File: src/rtl/est_pkg.sv
package est_pkg;
  typedef enum logic [1:0] {
    EV_NONE = 2'b00,
    EV_RISE = 2'b01,
    EV_FALL = 2'b10,
    EV_BOTH = 2'b11
  } ev_sel_e;
endpackage

File: src/rtl/est_pin_sync.sv
module est_pin_sync #(
  parameter int STAGES = 2
) (
  input  logic              clk,
  input  logic              rst_n,
  input  logic              pin_async,
  input  est_pkg::ev_sel_e  sel,
  output logic              event_o
);
  localparam int LAST = STAGES - 1;

  logic [STAGES-1:0] shift_q;
  logic              prev_q;
  logic              rise, fall;

  generate
    for (genvar i = 0; i < STAGES; i++) begin : g_stage
      if (i == 0) begin : g_first
        always_ff @(posedge clk or negedge rst_n)
          if (!rst_n) shift_q[0] <= 1'b0;
          else        shift_q[0] <= pin_async;
      end else begin : g_next
        always_ff @(posedge clk or negedge rst_n)
          if (!rst_n) shift_q[i] <= 1'b0;
          else        shift_q[i] <= shift_q[i-1];
      end
    end
  endgenerate

  always_ff @(posedge clk or negedge rst_n)
    if (!rst_n) prev_q <= 1'b0;
    else        prev_q <= shift_q[LAST];

  assign rise = shift_q[LAST] & ~prev_q;
  assign fall = ~shift_q[LAST] & prev_q;

  always_comb begin
    unique case (sel)
      est_pkg::EV_RISE: event_o = rise;
      est_pkg::EV_FALL: event_o = fall;
      est_pkg::EV_BOTH: event_o = rise | fall;
      default:          event_o = 1'b0;
    endcase
  end
endmodule

File: src/rtl/est_counter.sv
module est_counter #(
  parameter int W = 24
) (
  input  logic         clk,
  input  logic         rst_n,
  input  logic         enable,
  input  logic         count_up,
  input  logic [W-1:0] reload,
  output logic [W-1:0] count_o
);
  logic [W-1:0] cnt_q;

  always_ff @(posedge clk or negedge rst_n) begin
    if (!rst_n)          cnt_q <= '0;
    else if (!enable)    cnt_q <= count_up ? '0 : reload;
    else if (count_up)   cnt_q <= (cnt_q >= reload) ? '0 : cnt_q + 1'b1;
    else                 cnt_q <= (cnt_q == '0) ? reload : cnt_q - 1'b1;
  end

  assign count_o = cnt_q;
endmodule

File: src/rtl/est_capture.sv
module est_capture #(
  parameter int W = 24
) (
  input  logic         clk,
  input  logic         rst_n,
  input  logic         capture,
  input  logic [W-1:0] count,
  input  logic         clr,
  output logic [W-1:0] value_o,
  output logic         flag_o
);
  always_ff @(posedge clk or negedge rst_n) begin
    if (!rst_n) begin
      value_o <= '0;
      flag_o  <= 1'b0;
    end else if (capture) begin
      value_o <= count;
      flag_o  <= 1'b1;
    end else if (clr) begin
      flag_o  <= 1'b0;
    end
  end
endmodule

File: src/rtl/edge_stamp_timer.sv
module edge_stamp_timer #(
  parameter int PRE_W       = 8,
  parameter int LOAD_W      = 16,
  parameter int SYNC_STAGES = 2,
  localparam int CNT_W      = PRE_W + LOAD_W
) (
  input  logic              clk,
  input  logic              rst_n,
  input  logic              enable,
  input  logic              count_up,
  input  logic [1:0]        edge_sel,
  input  logic [PRE_W-1:0]  prescale,
  input  logic [LOAD_W-1:0] load,
  input  logic              pin_async,
  input  logic              flag_clr,
  input  logic              irq_mask,
  output logic [CNT_W-1:0]  cap_value,
  output logic              cap_flag,
  output logic              irq
);
  logic [CNT_W-1:0] reload;
  logic [CNT_W-1:0] count_q;
  logic             pin_event;

  assign reload = {prescale, load};

  est_pin_sync #(.STAGES(SYNC_STAGES)) u_sync (
    .clk       (clk),
    .rst_n     (rst_n),
    .pin_async (pin_async),
    .sel       (est_pkg::ev_sel_e'(edge_sel)),
    .event_o   (pin_event)
  );

  est_counter #(.W(CNT_W)) u_cnt (
    .clk      (clk),
    .rst_n    (rst_n),
    .enable   (enable),
    .count_up (count_up),
    .reload   (reload),
    .count_o  (count_q)
  );

  est_capture #(.W(CNT_W)) u_cap (
    .clk     (clk),
    .rst_n   (rst_n),
    .capture (pin_event & enable),
    .count   (count_q),
    .clr     (flag_clr),
    .value_o (cap_value),
    .flag_o  (cap_flag)
  );

  assign irq = cap_flag & irq_mask;
endmodule

File: config.mk
export PLATFORM = sky130hd
export DESIGN_NAME = edge_stamp_timer
export DESIGN_NICKNAME = d
export VERILOG_FILES = /design/src/rtl/est_pkg.sv /design/src/rtl/est_pin_sync.sv /design/src/rtl/est_counter.sv /design/src/rtl/est_capture.sv /design/src/rtl/edge_stamp_timer.sv
export SDC_FILE = /design/constraint.sdc
export NUM_CORES = 1
export LEC_CHECK = 0
export ABC_AREA = 0
export BUFFER_PORTS_ARGS = -buffer_cell sky130_fd_sc_hd__buf_2
export CAP_MARGIN = 20
export CORE_MARGIN = 2
export CORE_UTILIZATION = 45
export CTS_CLUSTER_DIAMETER = 40
export CTS_CLUSTER_SIZE = 10
export DETAILED_ROUTE_END_ITERATION = 12
export PLACE_DENSITY = 0.66
export SLEW_MARGIN = 20
export SYNTH_ARGS = -nofsm -noshare
export SYNTH_HDL_FRONTEND = slang
export SYNTH_SLANG_ARGS = --single-unit
File: constraint.sdc
create_clock -name clk -period 3.29 [get_ports clk]
set_clock_uncertainty 0.2 [all_clocks]
set_input_delay 0.1645 -clock clk [delete_from_list [all_inputs] [get_ports clk]]
set_output_delay 0.1645 -clock clk [all_outputs]
set_load 0.05 [all_outputs]
=== Word-level counts from Yosys, hierarchy flattened ===
Cells that the tools add are included.

* Add/subtract/negate cells: 2
* $lt $le $gt $ge: 1
* Equality and inequality tests: 3
* Multiplexer cells: 8
* Bitwise gates (word level): 7
* Reduce and logical (&&, ||, !) cells: 2

{| class="wikitable"
|+ Operators by type and width
! operator !! number
|-
| $mux W24 || 5
|-
| $add A24 B1 Y24 const B || 1
|-
| $ge A24 B24 Y1 || 1
|-
| $logic_not A24 Y1 || 1
|-
| $sub A24 B1 Y24 const B || 1
|-
| $and A1 B1 Y1 || 4
|-
| $eq A2 B2 Y1 const B || 2
|-
| $pmux W1 S3 || 1
|-
| $eq A2 B1 Y1 const B || 1
|-
| $mux W1 || 2
|-
| $not A1 Y1 || 2
|-
| $reduce_bool A2 Y1 || 1
|-
| $or A1 B1 Y1 || 1
|}

* Flip-flop bits (word level): 52
* Output and inout bits: 26
* Word-level logic and storage cells: 29

=== Depth between registers and ports, before layout ===
Gate-level depths: netlist (run 1).

* Depth in word-level cells: 6
* Depth in mapped cells: 10

=== Modules after synthesis ===
A second synthesis (run 1) with hierarchy kept.

* Cell total of the unflattened synthesis: 396
* Area total of the unflattened synthesis: 3923.8 um^2

{| class="wikitable"
|+ Modules (own cells, without submodules)
! module !! times used !! cells each !! area an instance (um^2)
|-
| est_counter || 1 || 328 || 2747.6
|-
| est_capture || 1 || 54 || 1029.7
|-
| est_pin_sync || 1 || 12 || 133.9
|-
| edge_stamp_timer || 1 || 2 || 12.5
|}

=== Worst setup path before layout (run 1) ===
OpenSTA, ideal clock, no wires.

* Kind: register to register
* From: register u_cnt.cnt_q[0] (netlist: u_cnt.count_o[0])
* To: register u_cnt.cnt_q[22] (netlist: u_cnt.count_o[22])
* Arrival time: 2.094 ns
* Required time: 2.994 ns
* Setup slack: 0.900 ns
* Cell stages (with the launch flop): 10
* Buffers on the path: 1
* Clock period less this slack: 2.390 ns
* Cell sequence: dfrtp_1 -> clkbuf_1 -> inv_1 -> ha_1 -> or4b_1 -> nor2_1 -> nand4_1 -> xnor2_1 -> nor2_1 -> o32ai_2

* Word-level cells in the longest chain between the ends: 4
* Elaborated cells between the ends (all ways): 8
* Classes of those cells: add/sub (2); order compare (1); mux (4); reduce/logical (1)

{| class="wikitable"
|+ Ends and longest elaborated chain
! what !! line !! text
|-
| start, declared || est_counter.sv:11 || <nowiki>logic [W-1:0] cnt_q;</nowiki>
|-
| start signal, assigned || est_counter.sv:15 || <nowiki>else if (!enable) cnt_q <= count_up ? '0 : reload;</nowiki>
|-
| start signal, assigned || est_counter.sv:16 || <nowiki>else if (count_up) cnt_q <= (cnt_q >= reload) ? '0 : cnt_q + 1'b1;</nowiki>
|-
| start signal, assigned || est_counter.sv:17 || <nowiki>else cnt_q <= (cnt_q == '0) ? reload : cnt_q - 1'b1;</nowiki>
|-
| $sub A24 B1 Y24, or another cell as far along || est_counter.sv:17 ||
|-
| $mux W24, on equally long branches || est_counter.sv:17, est_counter.sv:16 ||
|-
| $mux W24 * || est_counter.sv:16 ||
|-
| $mux W24 * || est_counter.sv:15 ||
|}

Mark *: on every way between the ends. The rest lies on a longest branch, timed or not.
A chain may end at the register's enable or synchronous reset.

=== Worst setup path after layout (run 1) ===
* From: register u_cnt.cnt_q[21] (netlist: u_cnt.count_o[21])
* To: register u_cnt.cnt_q[9] (netlist: u_cnt.count_o[9])

* Word-level cells in the longest chain between the ends: 4
* Elaborated cells between the ends (all ways): 6
* Classes of those cells: order compare (1); mux (4); reduce/logical (1)

{| class="wikitable"
|+ Ends and longest elaborated chain
! what !! line
|-
| $ge A24 B24 Y1 or $logic_not A24 Y1 (tied branches) || est_counter.sv:16, est_counter.sv:17
|-
| $mux W24, on equally long branches || est_counter.sv:16, est_counter.sv:17
|-
| $mux W24 * || est_counter.sv:16
|-
| $mux W24 * || est_counter.sv:15
|}

Marked as above.

==> results of run 1 <==
[layout make-up]
cell class	count	area [um2]
Clock buffer	5	68.8
Clock inverter	3	42.5
Fill cell	745	3730
Inverter	30	113
Multi-Input combinational cell	301	2180
Sequential cell	52	1300
Tap cell	105	131
Timing Repair Buffer	89	566
[routing by layer]
layer	part of all wire	GRT usage	up-vias	routed length [um]
li1	-	-	1598	-
met1	0.47	0.317	1569	4520
met2	0.46	0.355	112	4460
met3	0.047	0.0327	22	456
met4	0.021	0.0761	0	206
met5	0	0	-	0
[metrics by stage]
step           instances  utilization  cell area [um2]
2_1_floorplan        412            -             3730
3_3_place_gp         560        0.506             4120
3_5_place_dp         560        0.506             4120
4_1_cts              585        0.541             4400
5_1_grt              585        0.541             4400
6_report             585        0.541             4400
[kinds of logic (layout without fill, tap and decap cells)]
logic type | after synthesis | count (layout) | share of synthesized area
AO/OA/AOI/OAI | 76 | 76 | 0.133
XOR/XNOR | 38 | 38 | 0.0893
adder cells (fa/ha/maj) | 29 | 29 | 0.0974
buffers and inverters | 59 | 127 | 0.0672
flip-flops | 52 | 52 | 0.349
multiplexers | 25 | 25 | 0.0752
AND/OR/NAND/NOR | 133 | 133 | 0.189
[state kept, by name (all words and copies together), names as in the netlist]
signal	count
u_sync.prev_q	1
u_cap.value_o	24
u_sync.shift_q	2
u_cap.flag_o	1
u_cnt.count_o	24
[power groups by stage]
stage / Sequential, W / Combinational [W] / Clock, W
after floorplan: 0.00112 / 0.000451 / 0
after global placement: 0.000898 / 0.000912 / 0
after detailed placement: 0.000905 / 0.000919 / 0
after CTS: 0.000892 / 0.000939 / 0.000471
after global routing: 0.000911 / 0.00102 / 0.000495
final: 0.000893 / 0.000934 / 0.000461
[critical path, delay by kind of cell (launching register included)]
family	cells	cell delay (ps)
flip-flops	1	500
AND/OR/NAND/NOR	3	900
buffers and inverters	1	230
AO/OA/AOI/OAI	2	390
adder cells (fa/ha/maj)	1	340
[worst max path at each step]
stage	cells past startpoint	slack [ps]	to	start
floorplan	9	900	u_cnt.count_o[22]	u_cnt.count_o[0]
global placement	7	680	u_cnt.count_o[17]	u_cnt.count_o[20]
detailed placement	8	620	u_cnt.count_o[16]	u_cnt.count_o[20]
CTS	8	580	u_cnt.count_o[9]	u_cnt.count_o[20]
global route	8	350	u_cnt.count_o[13]	u_cnt.count_o[20]
finish	7	600	u_cnt.count_o[9]	u_cnt.count_o[21]
[synthesized netlist by cell type (all sizes together), types with 2 or more instances]
cell	instances
ha	29
and2	3
nor2	37
and4	2
a21o	4
inv	30
nand3	16
dfrtp	52
or4	3
nand2b	4
buf	16
nand4	16
nand2	26
clkbuf	13
a211o	2
and3	3
a21oi	29
nor2b	2
o32ai	2
nor3	8
nor4	7
xnor2	14
o21ai	9
xor2	24
o2bb2ai	2
nor4b	2
a211oi	2
o22ai	17
mux2	24
[what timing repair did]
action / 4_1_cts / 5_1_grt
hold buffers: 17 / 0
gates resized for setup: 0 / 0
endpoints found under the hold margin: 50 / 0
==> metrics.md, run 1 <==
| Metric | Value |
|---|---|
| Delay contributed by the slowest stage of the critical path | 590 ps |
| Worst setup slack after layout | 601 ps |
| Slowest stage cell on the critical path | sky130_fd_sc_hd__or4_1 |
| Wire length per cell | 16.5 um |
| Relative contribution of sequential cells to total power | 0.390 |
| Core area | 0.00813 mm2 |
| Relative slew margins | 0.422 |
| Commonest cells after routing, fill and taps aside | sky130_fd_sc_hd__buf_2 (58), sky130_fd_sc_hd__dfrtp_1 (52), sky130_fd_sc_hd__nor2_1 (37) |
| MaxCap Viol Count | 0 |
| All-layer global routing usage | 0.225 |
| Total Routed Length | 9650 um |
| Number of vias per cell | 5.64 |
| Number of stages on the worst hold path | 3 |
| Data arrival, critical path | 2680 ps |
| Root buf cell | sky130_fd_sc_hd__clkbuf_8 |
| Total gr overflow | 0 |
| Depth of the worst register-to-register path | 7 |
| Row cnt | 33 |
| Slew at the pin with the worst max-slew slack | 867 ps |
| Total nets after synthesis | 474 |
| Final Cycle Share | 0.817 |
| Post-CTS clock slew at the launch and capture registers of the worst setup and hold paths | 100 ps |
| Worst-path cell chain | ha_1 -> nand4_1 -> or4_1 -> a211o_1 -> nand2_1 -> buf_4 -> o22ai_1 |
| First-pass DRT Iterations | 5 |
| Share of layout cells above drive strength 1 | 0.235 |
| Die footprint | 0.00902 mm2 |
| TritonCTS Sinks | 52 |
| Area fraction of the dominant cell type after synthesis | 0.349 |
| Max Root-Sink Buffers | 2 |
| Worst setup EP type | flop |
| HPWL after detailed placement | about 7100 um |
| Largest fanout of any net on the critical path | 16 |
| Final-layout worst hold slack | roughly 6.4 ps |
| Shortest clock period the worst path allows after layout | roughly 2700 ps |
| Die X-Extent | 95.0 um |
| Most common library cell in the layout ignoring fill and taps | sky130_fd_sc_hd__buf_2 |
| Setup repair after global routing missed its margin | false |
| Hold WC Path Type | in2reg |
| Antenna cells | 0 |
| Internal Pwr Total | 0.00131 W |
| DRC violations left | 0 |
| Required time at the worst-slack endpoint | 3280 ps |
| Initial antenna violation count | 0 |
| Number of input and output port buffers inserted | a little under 60 |
| FF-to-FF End | u_cnt.count_o[9] |
| Clock power share | 0.202 |
| Warnings from Yosys | 0 |
| Insertion delay to the later sink of the worst-skew pair | 320 ps |
| Sort of element at the start of the critical path | flop |
| Count of nets left with antenna violations after detail routing | 0 |
| Post-CTS setup buffer count | 0 |
| Gate power share | 0.408 |
| Number of design-rule violations left by the first detailed-router iteration | 218 |
| Pwr/cell area | 520 mW/mm2 |
| Critical register-to-register path startpoint | u_cnt.count_o[21] |
| Final #Nets | between 500 and 600 |
| Count of final hold-check violations | 0 |
| Clock tree from TritonCTS | built |
| Initial core utilization | 0.458 |
| Routed via count | around 3300 |
| Total power draw | roughly 0.0023 W |
| Switching power summed over all nets | 0.000977 W |
| Average cell area after synthesis | 9.04 um2 |
| Switching share of power | 0.427 |
| Pins Over Slew Limit | 0 |
| Cell type contributing the most total cell area after synthesis | sky130_fd_sc_hd__dfrtp_1 |
| Count of flip-flops with a built-in enable after synthesis | 0 |
| Hold Crit Endpoint | u_cnt.count_o[7] |
| Post-placement worst setup slack | 619 ps |
| Pleak | 2.07 nW |
| Num CTS Buffers | 5 |
| Wire length of the first global-routing pass | 15800 um |
| Top_reg_cell synth | sky130_fd_sc_hd__dfrtp_1 |
| Sum Neg Setup Slack | 0 ps |
| Number of storage elements in the synthesis netlist | 52 |
| Type of the worst setup path | reg2reg |
| Final setup violation count | 0 |
| Number of top-level pins | 59 |
| Die Y-Extent | 95.0 um |
| Synthesis-to-layout area growth | 18.1% |
| Outcome | completed |
| Gate count of the mapped netlist | between 400 and 500 |
| Synth cell types | 54 |
| Largest net degree at the start of global routing | 36 |
| Seq/Total Area, Yosys | 0.349 |
| Htree depth | 2 |
| Area of the mapped netlist | roughly 0.0037 mm2 |
| VDD IR-drop max | 0.276 mV |
| Vias in the first global route | ~3200 |
| Origin of the worst min-delay path | load[7] |
| Highest attainable clock frequency | 0.372 GHz |
| Final weighted congestion in routability-driven placement | 0.870 |
| Register-to-register setup slack | 600 ps |
| Largest cells by area after synthesis | sky130_fd_sc_hd__dfrtp_1 (35%), sky130_fd_sc_hd__ha_1 (9.7%), sky130_fd_sc_hd__mux2_2 (7.3%) |
| Async set or reset register ratio after synthesis | 1.00 |
No activity file was read; power rests on OpenSTA's default activity.
==> run 2, diff against run 1 <==
- ABC_AREA: 0 -> 1
- PLACE_DENSITY: 0.66 -> default
- clock period: 3.29 -> 2.6 ns (I/O delays scaled with it)
==> metrics.md, run 2 <==
| Metric | Value |
|---|---|
| Number of vias per cell | 5.12 |
| Data arrival, critical path | ~2400 ps |
| Register-to-register setup slack | 230 ps |
| Number of storage elements in the synthesis netlist | 52 |
| Average cell area after synthesis | roughly 6.3 um2 |
| Core area | 0.00964 mm2 |
| Slew at the pin with the worst max-slew slack | 774 ps |
| Total power draw | 0.00281 W |
| Routed via count | 4674 |
| Gate power share | 0.447 |
| All-layer global routing usage | 0.286 |
| Area of the mapped netlist | approximately 0.0044 mm2 |
| Most numerous cell in the Yosys netlist | sky130_fd_sc_hd__nand2_1 |
| Highest attainable clock frequency | 0.422 GHz |
| Shortest clock period the worst path allows after layout | 2370 ps |
| Switching power summed over all nets | around 0.0013 W |
| First-pass DRT Iterations | 5 |
| Pins Over Slew Limit | 0 |
| Largest net degree at the start of global routing | 50 |
| Num CTS Buffers | 5 |
| Most common library cell in the layout ignoring fill and taps | sky130_fd_sc_hd__nand2_1 |
| Die footprint | 0.0106 mm2 |
| Sort of element at the start of the critical path | flop |
| Clock tree from TritonCTS | built |
| Insertion delay to the later sink of the worst-skew pair | 330 ps |
| Gate count of the mapped netlist | 693 |
| Wire length per cell | between 15 and 20 um |
| Relative slew margins | 0.484 |
| Hold WC Path Type | in2reg |
| Die Y-Extent | between 100 and 150 um |
| Share of layout cells above drive strength 1 | 0.135 |
| Final setup violation count | 0 |
| Relative contribution of sequential cells to total power | 0.376 |
| Delay contributed by the slowest stage of the critical path | 490 ps |
| Cell family with the largest share of critical-path delay | simple AND/OR/NAND/NOR gates |
| Depth of the worst register-to-register path | 13 |
| Warnings from Yosys | 0 |
| Htree depth | 2 |
| Top_reg_cell synth | sky130_fd_sc_hd__dfrtp_1 |
| Required time at the worst-slack endpoint | 2630 ps |
| Cell type contributing the most total cell area after synthesis | sky130_fd_sc_hd__dfrtp_1 |
| Origin of the worst min-delay path | enable |
| Wire length of the first global-routing pass | 23000 um |
| MaxCap Viol Count | 0 |
| Total Routed Length | 14400 um |
| DRC violations left | 0 |
| Largest cells by area after synthesis | sky130_fd_sc_hd__dfrtp_1 (30%), sky130_fd_sc_hd__nand2_1 (21%), sky130_fd_sc_hd__ha_1 (8.3%) |
| Critical register-to-register path startpoint | u_cnt.count_o[22] |
| Worst setup EP type | flop |
| Total nets after synthesis | 755 |
| Total gr overflow | 0 |
| Area fraction of the dominant cell type after synthesis | 0.296 |
| Post-layout utilization of the core | 0.541 |
| Worst Setup SP | u_cnt.count_o[22] |
| Count of flip-flops with a built-in enable after synthesis | 0 |
| Internal Pwr Total | between 0.001 and 0.0015 W |
| Slowest stage cell on the critical path | sky130_fd_sc_hd__dfrtp_1 |
| Vias in the first global route | 4400 |
| Pleak | 2.75 nW |
| Number of top-level pins | between 50 and 60 |
| Async set or reset register ratio after synthesis | 1.00 |
| Max Root-Sink Buffers | 2 |
| Antenna cells | 0 |
| Initial antenna violation count | 0 |
| Worst-path cell chain | ha_1 -> nand2_1 -> inv_1 -> nand3_1 -> nor2_2 -> nand2_1 -> inv_1 -> nand2_1 -> nand3_1 -> buf_4 -> o21ai_0 -> nand2_1 -> nand2_1 |
| Commonest cells after routing, fill and taps aside | sky130_fd_sc_hd__nand2_1 (242), sky130_fd_sc_hd__inv_1 (77), sky130_fd_sc_hd__nor2_1 (73) |
| Synthesis-to-layout area growth | 18.9% |
| Final weighted congestion in routability-driven placement | 0.985 |
| Cell mode on critical path | sky130_fd_sc_hd__nand2_1 |
| VDD IR-drop max | around 0.24 mV |
| Outcome | completed |
| Count of final hold-check violations | 0 |
| Die X-Extent | 103 um |
| TritonCTS Sinks | 52 |
| Row cnt | 36 |
| Seq/Total Area, Yosys | 0.296 |
| Setup repair after global routing missed its margin | false |
| Type of the worst setup path | reg2reg |
| Final-layout worst hold slack | 25.7 ps |
| Pwr/cell area | ~540 mW/mm2 |
| Critical path buffer and inverter count | 3 |
| Number of design-rule violations left by the first detailed-router iteration | 382 |
| Post-CTS clock slew at the launch and capture registers of the worst setup and hold paths | 110 ps |
| Count of nets left with antenna violations after detail routing | 0 |
| Final #Nets | 841 |
| Switching share of power | 0.468 |
| Number of stages on the worst hold path | 4 |
| Final Cycle Share | 0.912 |
| Number of input and output port buffers inserted | 58 |
| FF-to-FF End | u_cnt.count_o[9] |
| HPWL after detailed placement | between 10000 and 15000 um |
| Largest fanout of any net on the critical path | 15 |
| Sum Neg Setup Slack | 0 ps |
| Hold Crit Endpoint | u_cnt.count_o[3] |
| Initial core utilization | 0.455 |
| Synth cell types | 31 |
| Clock power share | 0.177 |
| Leading post-synthesis cells by instance count | sky130_fd_sc_hd__nand2_1 (242), sky130_fd_sc_hd__inv_1 (77), sky130_fd_sc_hd__nor2_1 (74), sky130_fd_sc_hd__dfrtp_1 (52), sky130_fd_sc_hd__o21ai_0 (44) |
| Root buf cell | sky130_fd_sc_hd__clkbuf_8 |
run 2: cell type report:
cell class / count / area, um2
clock buffers: 6 / 72.6
clock inverters: 2 / 16.3
fillers: 1023 / 4420
inverters: 82 / 308
multi-input cells: 538 / 2670
flip-flops and latches: 52 / 1300
well taps: 133 / 166
repair buffers: 100 / 686
run 2: kinds of logic (layout without fill, tap and decap cells):
kind of cell / after synthesis / in the layout / share of synthesized area
flip-flops: 52 / 52 / 0.296
AO/OA/AOI/OAI: 102 / 102 / 0.122
adder cells (fa/ha/maj): 29 / 29 / 0.0826
AND/OR/NAND/NOR: 391 / 391 / 0.371
buffers and inverters: 103 / 190 / 0.0963
XOR/XNOR: 16 / 16 / 0.0319
run 2: stage by stage:
| step | setup WS (ps) | std cells | cell area, um2 |
|---|---|---|---|
| after global placement | 218 | 878 | 4860 |
| after CTS | 134 | 913 | 5220 |
| after detailed placement | 160 | 878 | 4860 |
| final | 228 | 913 | 5220 |
| after global routing | 35.7 | 913 | 5220 |
| after floorplan | 595 | 693 | 4390 |
run 2: worst max path at each step:
stage                                   end  slack [ps]  cells past startpoint
after detailed placement  u_cnt.count_o[11]         160                     13
final                      u_cnt.count_o[9]         230                     13
after global routing      u_cnt.count_o[12]          40                     13
after global placement    u_cnt.count_o[12]         220                     13
after floorplan           u_cnt.count_o[12]         600                     13
after CTS                 u_cnt.count_o[11]         130                     13
run 2: power by group through the flow:
stage | registers, W | clock network (W) | logic [W]
2_1_floorplan | 0.00130 | 0 | 0.000617
3_3_place_gp | 0.00106 | 0 | 0.00121
3_5_place_dp | 0.00107 | 0 | 0.00121
4_1_cts | 0.00105 | 0.000502 | 0.00125
5_1_grt | 0.00107 | 0.000533 | 0.00140
6_report | 0.00106 | 0.000498 | 0.00126
run 2: per-layer routing:
layer / part of all wire / GRT usage
met1: 0.48 / 0.419
met3: 0.074 / 0.0481
met2: 0.43 / 0.444
met5: 0 / 0
met4: 0.015 / 0.0658
run 2: timing repair:
action / in CTS / in global routing
endpoints found under the setup margin: 0 / 11
endpoints found under the hold margin: 56 / 0
gates resized for setup: 0 / 1
hold buffers: 27 / 0
setup buffers: 0 / 0
run 2: worst register-to-register path, stage by stage, from the launching register on:
cell                      delay [ps]
sky130_fd_sc_hd__dfrtp_1         490
sky130_fd_sc_hd__ha_1            350
sky130_fd_sc_hd__nand2_1          50
sky130_fd_sc_hd__inv_1            70
sky130_fd_sc_hd__nand3_1         100
sky130_fd_sc_hd__nor2_2          190
sky130_fd_sc_hd__nand2_1         110
sky130_fd_sc_hd__inv_1            70
sky130_fd_sc_hd__nand2_1          80
sky130_fd_sc_hd__nand3_1         100
sky130_fd_sc_hd__buf_4           240
sky130_fd_sc_hd__o21ai_0         100
sky130_fd_sc_hd__nand2_1          60
sky130_fd_sc_hd__nand2_1          60
